==> src/rtl/pmon_pkg.sv <==
package pmon_pkg;
  typedef enum logic [1:0] {
    SEL_NONE   = 2'd0,
    SEL_SLIP   = 2'd1,
    SEL_EZV_HI = 2'd2,
    SEL_EZV_LO = 2'd3
  } reg_sel_e;
endpackage

==> src/rtl/pmon_decode.sv <==
module pmon_decode
  import pmon_pkg::*;
#(
  parameter int unsigned ADDR_W      = 16,
  parameter int unsigned SLIP_ADDR   = 'h090F,
  parameter int unsigned EZV_HI_ADDR = 'h0910,
  parameter int unsigned EZV_LO_ADDR = 'h0911
) (
  input  logic [ADDR_W-1:0] addr_i,
  output reg_sel_e          sel_o
);
  always_comb begin
    if (addr_i == ADDR_W'(SLIP_ADDR))        sel_o = SEL_SLIP;
    else if (addr_i == ADDR_W'(EZV_HI_ADDR)) sel_o = SEL_EZV_HI;
    else if (addr_i == ADDR_W'(EZV_LO_ADDR)) sel_o = SEL_EZV_LO;
    else                                      sel_o = SEL_NONE;
  end
endmodule

==> src/rtl/pmon_sat_counter.sv <==
module pmon_sat_counter #(
  parameter int unsigned WIDTH = 8
) (
  input  logic             clk_i,
  input  logic             rst_ni,
  input  logic             inc_i,
  input  logic             clr_i,
  output logic [WIDTH-1:0] cnt_o
);
  localparam logic [WIDTH-1:0] CNT_MAX = {WIDTH{1'b1}};
  localparam logic [WIDTH-1:0] CNT_ONE = WIDTH'(1);

  logic [WIDTH-1:0] cnt_q;

  always_ff @(posedge clk_i or negedge rst_ni) begin
    if (!rst_ni)                      cnt_q <= '0;
    else if (clr_i)                   cnt_q <= inc_i ? CNT_ONE : '0;  // keep coincident event
    else if (inc_i && cnt_q != CNT_MAX) cnt_q <= cnt_q + CNT_ONE;
  end

  assign cnt_o = cnt_q;

  AST_SAT_HOLD: assert property (@(posedge clk_i) disable iff (!rst_ni)
    (cnt_q == CNT_MAX && !clr_i) |=> cnt_q == CNT_MAX);
  AST_CLR_WITH_EVT: assert property (@(posedge clk_i) disable iff (!rst_ni)
    (clr_i && inc_i) |=> cnt_q == CNT_ONE);
  AST_STEP_ONE: assert property (@(posedge clk_i) disable iff (!rst_ni)
    (!clr_i && inc_i && cnt_q != CNT_MAX) |=> cnt_q == $past(cnt_q) + CNT_ONE);
endmodule

==> src/rtl/pmon_counter_bank.sv <==
module pmon_counter_bank
  import pmon_pkg::*;
#(
  parameter int unsigned ADDR_W      = 16,
  parameter int unsigned DATA_W      = 8,
  parameter int unsigned SLIP_W      = 8,
  parameter int unsigned EZV_W       = 16,
  parameter int unsigned SLIP_ADDR   = 'h090F,
  parameter int unsigned EZV_HI_ADDR = 'h0910,
  parameter int unsigned EZV_LO_ADDR = 'h0911
) (
  input  logic              clk_i,
  input  logic              rst_ni,
  input  logic              slip_evt_i,
  input  logic              ezv_evt_i,
  input  logic              rd_en_i,
  input  logic [ADDR_W-1:0] rd_addr_i,
  output logic [DATA_W-1:0] rd_data_o
);
  localparam int unsigned HI_LSB = EZV_W - DATA_W;

  reg_sel_e          rd_sel;
  logic [SLIP_W-1:0] slip_cnt;
  logic [EZV_W-1:0]  ezv_cnt;
  logic [EZV_W-1:0]  shadow_q;
  logic              armed_q;
  logic [DATA_W-1:0] rd_data_q;
  logic              slip_clr, hi_rd, lo_rd, ezv_clr;

  pmon_decode #(
    .ADDR_W(ADDR_W), .SLIP_ADDR(SLIP_ADDR),
    .EZV_HI_ADDR(EZV_HI_ADDR), .EZV_LO_ADDR(EZV_LO_ADDR)
  ) u_decode (
    .addr_i(rd_addr_i),
    .sel_o (rd_sel)
  );

  assign slip_clr = rd_en_i && rd_sel == SEL_SLIP;
  assign hi_rd    = rd_en_i && rd_sel == SEL_EZV_HI;
  assign lo_rd    = rd_en_i && rd_sel == SEL_EZV_LO;
  assign ezv_clr  = lo_rd && armed_q;  // clear only after a paired upper read

  pmon_sat_counter #(.WIDTH(SLIP_W)) u_slip_cnt (
    .clk_i(clk_i), .rst_ni(rst_ni), .inc_i(slip_evt_i), .clr_i(slip_clr), .cnt_o(slip_cnt)
  );

  pmon_sat_counter #(.WIDTH(EZV_W)) u_ezv_cnt (
    .clk_i(clk_i), .rst_ni(rst_ni), .inc_i(ezv_evt_i), .clr_i(ezv_clr), .cnt_o(ezv_cnt)
  );

  always_ff @(posedge clk_i or negedge rst_ni) begin
    if (!rst_ni) begin
      shadow_q <= '0;
      armed_q  <= 1'b0;
    end else if (hi_rd) begin
      shadow_q <= ezv_cnt;
      armed_q  <= 1'b1;
    end else if (lo_rd) begin
      armed_q  <= 1'b0;
    end
  end

  always_ff @(posedge clk_i or negedge rst_ni) begin
    if (!rst_ni) rd_data_q <= '0;
    else if (rd_en_i) begin
      unique case (rd_sel)
        SEL_SLIP:   rd_data_q <= DATA_W'(slip_cnt);
        SEL_EZV_HI: rd_data_q <= ezv_cnt[EZV_W-1:HI_LSB];
        SEL_EZV_LO: rd_data_q <= shadow_q[DATA_W-1:0];
        default:    rd_data_q <= '0;
      endcase
    end
  end

  assign rd_data_o = rd_data_q;

  AST_UNMAPPED_ZERO: assert property (@(posedge clk_i) disable iff (!rst_ni)
    (rd_en_i && rd_sel == SEL_NONE) |=> rd_data_o == '0);
  AST_UNMAPPED_QUIET: assert property (@(posedge clk_i) disable iff (!rst_ni)
    (rd_en_i && rd_sel == SEL_NONE) |=> $stable(shadow_q) && $stable(armed_q));
  AST_SHADOW_CAPTURE: assert property (@(posedge clk_i) disable iff (!rst_ni)
    hi_rd |=> shadow_q == $past(ezv_cnt) && armed_q);
  AST_ARMED_CLEAR: assert property (@(posedge clk_i) disable iff (!rst_ni)
    (lo_rd && armed_q && !ezv_evt_i) |=> ezv_cnt == '0);
  AST_UNARMED_KEEP: assert property (@(posedge clk_i) disable iff (!rst_ni)
    (lo_rd && !armed_q && !ezv_evt_i) |=> ezv_cnt == $past(ezv_cnt));
  AST_DATA_HOLD: assert property (@(posedge clk_i) disable iff (!rst_ni)
    !rd_en_i |=> $stable(rd_data_o));
endmodule

==> config.mk <==
export PLATFORM = sky130hd
export DESIGN_NAME = pmon_counter_bank
export DESIGN_NICKNAME = d
export VERILOG_FILES = /design/src/rtl/pmon_pkg.sv /design/src/rtl/pmon_decode.sv /design/src/rtl/pmon_sat_counter.sv /design/src/rtl/pmon_counter_bank.sv
export SDC_FILE = /design/constraint.sdc
export NUM_CORES = 1
export LEC_CHECK = 0
export BUFFER_PORTS_ARGS = -buffer_cell sky130_fd_sc_hd__buf_4
export CAP_MARGIN = 10
export CORE_ASPECT_RATIO = 2
export CORE_MARGIN = 3
export CORE_UTILIZATION = 30
export DETAILED_ROUTE_END_ITERATION = 16
export PLACE_DENSITY = 0.56
export REMOVE_ABC_BUFFERS = 1
export SLEW_MARGIN = 40
export SYNTH_ARGS = -nofsm -noshare
export SYNTH_HDL_FRONTEND = slang
export SYNTH_SLANG_ARGS = --single-unit
==> constraint.sdc <==
create_clock -name clk_i -period 2.9 [get_ports clk_i]
set_clock_uncertainty 0.05 [all_clocks]
set_input_delay 0.435 -clock clk_i [delete_from_list [all_inputs] [get_ports clk_i]]
set_output_delay 0.435 -clock clk_i [all_outputs]
set_load 0.02 [all_outputs]
# Yosys cells after proc, flatten, opt, wreduce, memory -nomap -nowiden
# Index checks and enable logic that the tools add are counted.
dict set report word_totals {
  output_inout_bits 8
  elab_cells 36
  register_bits 41
  input_bits 21
}
dict set report op_classes {
  eq_ne 8
  n_addsub 2
  reduce_logical 9
  mux 12
}
# operator n
set ops {}
lappend ops {{$eq A16 B12 Y1 const B} 3}
lappend ops {{$mux W16} 2}
lappend ops {{$pmux W8 S3} 1}
lappend ops {{$add A16 B1 Y16 const B} 1}
lappend ops {{$mux W8} 2}
lappend ops {{$ne A16 B16 Y1 const B} 1}
lappend ops {{$add A8 B1 Y8 const B} 1}
lappend ops {{$ne A8 B8 Y1 const B} 1}
lappend ops {{$logic_and A1 B1 Y1} 6}
lappend ops {{$mux W2} 3}
lappend ops {{$reduce_bool A2 Y1} 3}
lappend ops {{$eq A2 B2 Y1 const B} 2}
lappend ops {{$mux W1} 4}
lappend ops {{$eq A2 B1 Y1 const B} 1}

# Depth between registers and ports, before layout
dict set report depth {
  ltp_word 8
  depth_mapped 6
  mapped_depth_nobuf 6
}

# By module
# From an unflattened synthesis, not the netlist that was laid out.
dict set report unflattened {
  cells_unflattened 226
  hier_area_um2 2374.8
}
# mod cells_each n_inst area_per_inst_um2
set by_module_without_submodules {}
lappend by_module_without_submodules {{pmon_sat_counter at u_ezv_cnt} 102 1 959.7}
lappend by_module_without_submodules {pmon_counter_bank 68 1 862.1}
lappend by_module_without_submodules {{pmon_sat_counter at u_slip_cnt} 47 1 473.0}
lappend by_module_without_submodules {pmon_decode 9 1 80.1}

# Worst setup path before layout
# Ideal clock, no wire load.
dict set report synth_timing {
  path_kind {in2reg}
  start {input rd_addr_i[7]}
  end {register shadow_q[0]}
  setup_ns 0.125
  arrival_time_ns 2.270
  path_slack_ns 0.456
  stages 5
  cell_sequence {or4_1 -> or3_1 -> buf_2 -> nor4_4 -> mux2_2}
}
dict set report synth_between {
  elab_chain_cells 6
  word_cells_on_any_way 8
  classes_between {eq/ne: 4; mux: 3; reduce/logical: 1}
}
# element line
set synth_lines {}
lappend synth_lines {{start, declared} pmon_counter_bank.sv:17} ;# input logic [ADDR_W-1:0] rd_addr_i,
lappend synth_lines {{$eq A16 B12 Y1} pmon_decode.sv:15} ;# else if (addr_i == ADDR_W'(EZV_LO_ADDR)) sel_o = SEL_EZV_LO;
lappend synth_lines {{$mux W2} pmon_decode.sv:15}
lappend synth_lines {{$mux W2} pmon_decode.sv:14} ;# else if (addr_i == ADDR_W'(EZV_HI_ADDR)) sel_o = SEL_EZV_HI;
lappend synth_lines {{$mux W2 *} pmon_decode.sv:13} ;# if (addr_i == ADDR_W'(SLIP_ADDR)) sel_o = SEL_SLIP;
lappend synth_lines {{$eq A2 B2 Y1 *} pmon_counter_bank.sv:39} ;# assign hi_rd = rd_en_i && rd_sel == SEL_EZV_HI;
lappend synth_lines {{$logic_and A1 B1 Y1 *} pmon_counter_bank.sv:39}
lappend synth_lines {{end signal, assigned} pmon_counter_bank.sv:56} ;# shadow_q <= ezv_cnt;
lappend synth_lines {{end, declared} pmon_counter_bank.sv:25} ;# logic [EZV_W-1:0] shadow_q;
# Mark *: on every way between the ends. The rest lies on a longest branch, timed or not.
# A chain may end at the register's enable or synchronous reset.

# Final worst setup path
dict set report layout_timing {
  start {input rd_addr_i[7]}
  end {register shadow_q[2]}
}
# Same word-level chain as after synthesis.

==> impl_metrics.toml <==
[status]
status = "complete, no violations"

[setup_path]
critPathKind = "input port to flop"
crit_required_ps = 3020
end_kind = "flop"
worstSetupStartpointType = "input port"
arrival_ps = 2370
crit_fanout = 8

[synthesis]
synth_edf_count = 0
synthAdderAreaFrac = 0.0118
ys_warn_count = 0
synth_area_um2 = 2130
yosys.area_share.simple = 0.207
synth_compound_area_frac = 0.119
ys_seq_elements = 41
synth-xor-area-share = 0.0699
synth_top_family_by_area = "simple AND/OR/NAND/NOR gates"
synth.area.mux_share = 0.0940
syn_inst = 202
async_reset_ff_frac = 1.00
ys.flop_type = "dfrtp_1"
yosys.cell_types.count = 39
seq_area_frac_synth = 0.482
syn_area_per_cell_um2 = 10.5

[job]
max_cap_violations = 0

[worst_hold_path]
hold_path.class = "input port to asynchronous set/reset pin"

[route]
vias = 1686
ant_nets = 0
drc = 0
dr.pass1.iters = 4
vias_per_cell = 5.20
post_drt_wl_per_cell_um = 16.6
finalWirelength_um = 5370
initialDrtViolationCount = 37

[clock_network]
clk_pin_slew_ps = 60
cts_buffers = 5
ctsHtreeMaxLevel = 2
cts_hold_buffers = 0
cts_root_buf = "clkbuf_16"
post_cts_resized = 0
clk-insertion-delay-late_ps = 280
cts_sinks = 41
cts_tree = "yes"
cts_setup_buffers = 0
cts_buffer_depth = 2

[timing]
fin_setup_tns_ps = 0
min_period_ps = 2250
slew_viol_final = 0
slew_headroom = 0.616
fmax_mhz = 444
fin_crit_sh = 0.777
hold_viol = 0
finalSetupViolations = 0
grt_setup_unrepaired = "no"
worst_pin_slew_ps = 569

[finish]
mostFrequentLayoutCells = "dfrtp_1 (41), buf_4 (32), nor2_1 (25)"
final_common_cell = "dfrtp_1"
n_antenna_cell = 0
final_cells = 324
drive_gt1_frac = 0.263
nNetsFinal = 258
syn_to_final_growth_pct = 23.4
fin_util = 0.388

[die]
rows = 42
io_pins = 29
die_width_um = 65.6
core_area_um2 = 6780
start_util = 0.314
die_area_um2 = 8210
die_h_um = 125

[grt]
antenna_found_initial = 0
grt_max_degree = 42
grt_first_pass_wirelength_um = 8730
grt_usage = 0.140
grt_pass1_vias = 1684
grt_remaining_overflow = 0

[placed_design]
dp_cells = 316
gp_congestion = 0.755
dp_hpwl_um = 4090
io_buffers = 28

[power]
powerDensity_nw_per_um2 = 631
p_leak_nw = 1.13
ir_drop_mv = 0.455
==> final cells by class <==
cell class,count,area (µm²)
inverter,3,11.3
timing repair buffer,32,240
clock inverter,1,30.0
tap,88,110
fill,685,4150
clock buffer,7,143
sequential,41,1030
multi-input combinational,152,1070
==> Yosys cell counts (3+ instances only) <==
master / count / area share
xor2_1: 8 / 0.033
xnor2_1: 9 / 0.037
nor3_1: 3 / 0.0070
or3_1: 5 / 0.015
o2bb2ai_1: 8 / 0.033
o21ai_0: 6 / 0.014
clkbuf_1: 4 / 0.0070
mux2_2: 16 / 0.085
nor2_1: 25 / 0.044
nand4_1: 7 / 0.021
dfrtp_1: 41 / 0.48
nand2_1: 9 / 0.016
nand3_1: 14 / 0.033
a21oi_1: 4 / 0.0094
and3_1: 3 / 0.0088
a22oi_1: 8 / 0.028
==> logic make-up (layout without fill, tap and decap cells) <==
| kind of cell | after synthesis | in the layout |
|---|---|---|
| simple gates | 80 | 80 |
| fa+ha+maj | 2 | 2 |
| mux | 18 | 18 |
| flops | 41 | 41 |
| xor+xnor | 17 | 17 |
| compound gates | 35 | 35 |
| buf+inv | 9 | 43 |
==> sequential cells by signal, summed over array words and instances, names as in the netlist <==
name	count
armed_q	1
u_slip_cnt.cnt_o	8
shadow_q	8
rd_data_o	8
u_ezv_cnt.cnt_o	16
==> power by group <==
group / switching, mW / internal [mW]
Combinational: 0.114 / 0.119
Clock: 0.221 / 0.430
Sequential: 0.120 / 0.656
Total: 0.454 / 1.20
==> path summary, 6_finish.rpt <==
kind                                     from  cells past startpoint  slack (ps)             endpoint
max reg2reg                u_ezv_cnt.cnt_o[0]                      6         850   u_ezv_cnt.cnt_o[0]
min                                    rst_ni                      1          80   u_ezv_cnt.cnt_o[7]
min reg2reg                      rd_data_o[7]                      1         450         rd_data_o[7]
max in group asynchronous              rst_ni                      1        2330   u_ezv_cnt.cnt_o[4]
min in group clk_i                 slip_evt_i                      3         330  u_slip_cnt.cnt_o[0]
max                              rd_addr_i[7]                      6         650          shadow_q[2]
==> worst max-delay path, stage by stage <==
cell    delay [ps]
buf_4          100
or4_1          530
or3_1          510
nor4_4         230
buf_4          210
mux2_2         350
==> stage by stage <==
| step | setup WS (ps) | total power [mW] | hold slack [ps] | area [µm²] |
|---|---|---|---|---|
| 2_1_floorplan | 381 | 0.918 | 89.4 | 2100 |
| 3_3_place_gp | 367 | 1.02 | 407 | 2450 |
| 3_5_place_dp | 346 | 1.02 | 409 | 2450 |
| 4_1_cts | 639 | 1.68 | 102 | 2630 |
| 5_1_grt | 566 | 1.75 | 122 | 2630 |
| 6_report | 646 | 1.66 | 80.3 | 2630 |
==> metal layers <==
layer  part of all wire  routed length, µm  GRT usage
met1               0.36               1920      0.145
met2               0.60               3220      0.259
met3              0.021                112     0.0269
met4              0.023                123     0.0685
met5                  0                  0          0
Note: power is estimated with default switching activity, not from simulation.
